[src/rtl/ecap_walker.sv]
module ecap_walker #(
  parameter int MAX_HOPS = 64
) (
  input  logic        clk,
  input  logic        rst_n,
  input  logic        start,
  input  logic        append,
  input  logic [16:0] req_id,
  input  logic [11:0] new_off,
  input  logic [3:0]  new_ver,
  output logic        busy,
  output logic        done,
  output logic [11:0] found_off,
  output logic [11:0] prev_off,
  output logic        err,
  output logic        mem_rd,
  output logic        mem_wr,
  output logic [9:0]  mem_addr,
  output logic [31:0] mem_wdata,
  input  logic [31:0] mem_rdata
);
  localparam logic [11:0] BASE  = 12'h100;
  localparam logic [11:0] LAST  = 12'hFF8;
  localparam int          HOP_W = $clog2(MAX_HOPS + 1);

  typedef enum logic [2:0] {S_IDLE, S_READ, S_CHECK, S_LINK, S_NEW} st_t;

  st_t              st;
  logic [11:0]      cur, prv, off_q;
  logic [HOP_W-1:0] hops;
  logic [31:0]      tail_hdr;
  logic [16:0]      id_q;
  logic [3:0]       ver_q;
  logic             op_q;

  function automatic logic ok_off(input logic [11:0] o);
    return (o >= BASE) && (o <= LAST) && (o[1:0] == 2'b00);
  endfunction

  wire [11:0] h_next = mem_rdata[31:20];
  wire        hit    = !op_q && !id_q[16] && (mem_rdata[15:0] == id_q[15:0]);

  assign busy      = (st != S_IDLE);
  assign mem_rd    = (st == S_READ);
  assign mem_wr    = (st == S_LINK) || (st == S_NEW);
  assign mem_addr  = (st == S_NEW) ? off_q[11:2] : cur[11:2];
  assign mem_wdata = (st == S_LINK) ? {off_q, tail_hdr[19:0]}
                                    : {12'h000, ver_q, id_q[15:0]};

  always_ff @(posedge clk) begin
    if (!rst_n) begin
      st <= S_IDLE; cur <= '0; prv <= '0; off_q <= '0; hops <= '0;
      tail_hdr <= '0; id_q <= '0; ver_q <= '0; op_q <= 1'b0;
      done <= 1'b0; found_off <= '0; prev_off <= '0; err <= 1'b0;
    end else begin
      done <= 1'b0;
      case (st)
        S_IDLE: if (start) begin
          id_q <= req_id; op_q <= append; off_q <= new_off; ver_q <= new_ver;
          cur <= BASE; prv <= '0; hops <= '0;
          found_off <= '0; prev_off <= '0; err <= 1'b0;
          if (append && !ok_off(new_off)) begin
            err <= 1'b1; done <= 1'b1;
          end else if (append && new_off == BASE) begin
            st <= S_NEW;
          end else begin
            st <= S_READ;
          end
        end
        S_READ: st <= S_CHECK;
        S_CHECK: begin
          if (cur == BASE && mem_rdata == 32'h0) begin
            st <= S_IDLE; done <= 1'b1; err <= op_q;
          end else if (hit) begin
            st <= S_IDLE; done <= 1'b1; found_off <= cur; prev_off <= prv;
          end else if (h_next == 12'h000) begin
            if (op_q) begin
              tail_hdr <= mem_rdata; st <= S_LINK;
            end else begin
              st <= S_IDLE; done <= 1'b1; prev_off <= cur;
            end
          end else if (!ok_off(h_next) || hops == HOP_W'(MAX_HOPS - 1)) begin
            st <= S_IDLE; done <= 1'b1; err <= 1'b1;
          end else begin
            prv <= cur; cur <= h_next; hops <= hops + 1'b1; st <= S_READ;
          end
        end
        S_LINK: begin
          prv <= cur; st <= S_NEW;
        end
        S_NEW: begin
          st <= S_IDLE; done <= 1'b1; found_off <= off_q; prev_off <= prv;
        end
        default: st <= S_IDLE;
      endcase
    end
  end
endmodule

[config.mk]
export PLATFORM = sky130hd
export DESIGN_NAME = ecap_walker
export DESIGN_NICKNAME = d
export VERILOG_FILES = /design/src/rtl/ecap_walker.sv
export SDC_FILE = /design/constraint.sdc
export NUM_CORES = 1
export LEC_CHECK = 0
export BUFFER_PORTS_ARGS = -buffer_cell sky130_fd_sc_hd__buf_2
export CAP_MARGIN = 40
export CELL_PAD_IN_SITES_DETAIL_PLACEMENT = 1
export CELL_PAD_IN_SITES_GLOBAL_PLACEMENT = 1
export CORE_MARGIN = 2
export CORE_UTILIZATION = 42
export DETAILED_ROUTE_END_ITERATION = 6
export GPL_TIMING_DRIVEN = 0
export PLACE_DENSITY = 0.95
export SLEW_MARGIN = 20
export SYNTH_ARGS = -nofsm -noshare
export SYNTH_HDL_FRONTEND = slang
export SYNTH_SLANG_ARGS = --single-unit
[constraint.sdc]
create_clock -name clk -period 4.22 [get_ports clk]
set_input_delay 0.422 -clock clk [delete_from_list [all_inputs] [get_ports clk]]
set_output_delay 0.422 -clock clk [all_outputs]
set_load 0.01 [all_outputs]
==> metrics.txt <==
outcome complete, no violations; Num CTS Buffers 17; RSZ-0062 raised after global routing no; Critical Path RT roughly 3800 ps; relative slew slack 0.565; Sink Count 114; share of cells above drive strength 1 0.255; slowest CP cell mux2_2; fin nets 865; DRT antenna net count 0; Longest Clk Path Bufs 2; post_cts resized 0; R2R Path End prev_off[7]$_SDFFE_PN0P_; Die Height 117 um; CORE AREA ~13,000 sq um; compound-cell area share of the yosys netlist 0.185; hold buffers post-CTS 0; Total GRT Usage 0.304; Combinational Power Share 0.128; crit end category output port; worst hold path class input pin to register; CTS clk-pin slew, worst paths 60 ps; largest net degree at the start of global routing 17; Die Width between 100 and 150 um; vias in the first global route 6,056; setup tns final 0 ps; Yosys warning total 0; worst setup path endpoint mem_addr[9]; WHS 241 ps; setup bufs post-CTS 0; clk root buf clkbuf_16; DRT iter0 DRCs about 380; setup slack, reg-to-reg about 1600 ps; area of the multi-input gates 2840 sq um; via count 5,684; storage element area 2280 sq um; most numerous cell on the critical path buf_2; fmax roughly 350 MHz; Period minus WS final between 2000 and 3000 ps; site row count about 40; area grow syn2layout 28.6%; sequential share of the synthesized area 0.429; CP arrival between 2000 and 2500 ps; Netlist cell types 48; drc violations 0; main combinational cell family by area after synthesis simple AND/OR/NAND/NOR gates; utilization after layout 0.547; cells after synthesis 635; Synth Net Count 705; Crit path buffers/inverters 4; total grt overflow 0; Final setup viols 0; Skew-Pair Late Insertion Delay roughly 430 ps; Setup crit start kind register; XOR/XNOR Fraction of Synth Area 0.0263; Synth Area in Adders 0.00235; hpwl dp 14,000 um; ys flop type dfxtp_1; final-report hold violation count 0; NetSw 0.000830 W; Reg power frac 0.387; Lkg Pwr 2.90 nW; Antenna Cells 0; H-tree Lvls 4; critical path peak fanout 10; Final Total Pwr 0.00305 W; first-pass GRT wire length 31,200 um; kind of critical path register to output port; routed wire length 19,900 um; multiplexer share of the synthesized area 0.0853; Clk pwr share 0.485; max-cap violations 0; I/O pin cnt 140; DR pass1 iterations 6; Hold Path Depth 3; Wirelength per Cell between 20 and 25 um; IO Port Bufs 139; Fillers 1,567; post-place setup slack 1510 ps; maximum vdd drop 0.310 mV; Clock Skew 8.68 ps; die area 13,600 sq um; worst setup margin 1360 ps; gpl congestion roughly 0.9; cell chain of the critical path buf_2 -> nor3b_1 -> buf_2 -> clkbuf_1 -> mux2_2 -> buf_2; Cell Int Power 0.00222 W; Post-Synth Simple-Gate Area 0.234; worst r2r src cur[4]$_SDFFE_PN0P_; TritonCTS clock tree built; initial antenna violation count 0; Crit path depth 6; post-synthesis cell area between 5000 and 6000 sq um; async set or reset register ratio after synthesis 0; Slew @ Worst Pin 645 ps; Initial Utilization 0.425; Reg2Reg Depth 7; final max-slew violation count 0; register bit count reported by yosys 114; Avg Inst Size Synth 8.38 sq um; EDFF count, synth 0; Pwr per Cell Area 446 nW/um^2; CP top delay family buffers and inverters; CP startpoint st[2]$_SDFFE_PN0P_; Final period util 0.678; Vias/cell about 5.8; CP peak stage delay about 420 ps; Sw Share 0.272
[worst register-to-register path, stage by stage, from the launching register on]
cell and delay (ps):
dfxtp_1 440, nor4_1 460, nand4_1 220, nor2_1 310
a31o_2 300, clkbuf_1 400, a221o_1 210, o221a_1 190
[cells in the final DEF, fill, tap and decap left out, drive strengths merged, types with 14 or more instances in the layout]
cell | synthesis | final
a21oi | 59 | 59
and2 | 16 | 16
buf | 13 | 153
clkbuf | 30 | 51
dfxtp | 114 | 114
mux2i | 33 | 33
nand2 | 162 | 162
nor2 | 35 | 35
nor3 | 14 | 14
[sequential cells by signal, indices dropped and copies added (netlist names)]
signal,flops
tail_hdr,20
id_q,17
cur,12
found_off,12
off_q,12
prev_off,12
prv,12
hops,7
ver_q,4
st,3
done,1
err,1
op_q,1
[final cells by class]
type | count | share of cell area
clock inverters | 12 | 0.0228
flip-flops and latches | 114 | 0.333
multi-input cells | 474 | 0.414
plain buffers | 43 | 0.0276
well taps | 172 | 0.0314
repair buffers | 141 | 0.103
inverters | 4 | 0.00219
clock buffers | 20 | 0.0652
[power by group through the flow]
stage | logic (W) | registers [W] | clock network [W]
floorplan | 0.000211 | 0.00119 | 0
global placement | 0.000358 | 0.00119 | 0
detailed placement | 0.000377 | 0.00120 | 0
CTS | 0.000388 | 0.00118 | 0.00148
global route | 0.000426 | 0.00118 | 0.00154
finish | 0.000392 | 0.00118 | 0.00148
[layer usage]
metal / track usage / vias to the layer above / part of all wire
met5: 0 / - / 0
met4: 0.169 / 0 / 0.041
met3: 0.0841 / 68 / 0.079
met2: 0.540 / 290 / 0.50
met1: 0.326 / 2739 / 0.38
li1: - / 2587 / -
[how the worst min path moves through the flow]
stage | end | slack, ps | from
2_1_floorplan | hops[6]$_SDFFE_PN0P_ | 430 | hops[6]$_SDFFE_PN0P_
3_3_place_gp | hops[6]$_SDFFE_PN0P_ | 430 | hops[6]$_SDFFE_PN0P_
3_5_place_dp | ver_q[2]$_SDFFE_PN0P_ | 450 | ver_q[2]$_SDFFE_PN0P_
4_1_cts | cur[11]$_SDFFE_PN0P_ | 230 | mem_rdata[31]
5_1_grt | id_q[9]$_SDFFE_PN0P_ | 240 | req_id[9]
6_report | id_q[0]$_SDFFE_PN0P_ | 240 | req_id[0]
[synthesized netlist by cell type, types with 4 or more instances]
| master | number | share of area |
|---|---|---|
| nand2_1 | 162 | 0.11 |
| dfxtp_1 | 114 | 0.43 |
| a21oi_1 | 58 | 0.055 |
| nor2_1 | 35 | 0.025 |
| mux2i_1 | 33 | 0.062 |
| clkbuf_1 | 30 | 0.021 |
| and2_1 | 16 | 0.019 |
| a211oi_1 | 13 | 0.018 |
| a221o_1 | 13 | 0.024 |
| a22oi_1 | 13 | 0.018 |
| o221a_1 | 12 | 0.025 |
| mux2_2 | 11 | 0.023 |
| nor4_1 | 11 | 0.013 |
| a22o_1 | 10 | 0.016 |
| buf_2 | 10 | 0.0094 |
| nor3_1 | 10 | 0.0094 |
| nand4_1 | 9 | 0.011 |
| xnor2_1 | 9 | 0.015 |
| nand3_1 | 7 | 0.0066 |
| xor2_1 | 7 | 0.012 |
| o31ai_1 | 5 | 0.0071 |
| nor3_2 | 4 | 0.0075 |
| or3_1 | 4 | 0.0047 |
| or4_1 | 4 | 0.0056 |
[stage by stage]
stage	cell area, sq um	std cells
after CTS	6840	978
after global routing	6850	980
after floorplan	5320	635
after detailed placement	6230	946
after global placement	6230	946
final	6850	980
[cell families after synthesis]
family | after synthesis
AO/OA/AOI/OAI | 139
flip-flops | 114
AND/OR/NAND/NOR | 274
XOR/XNOR | 16
buffers and inverters | 47
adder cells (fa/ha/maj) | 1
multiplexers | 44
(Power assumes the default switching activity.)
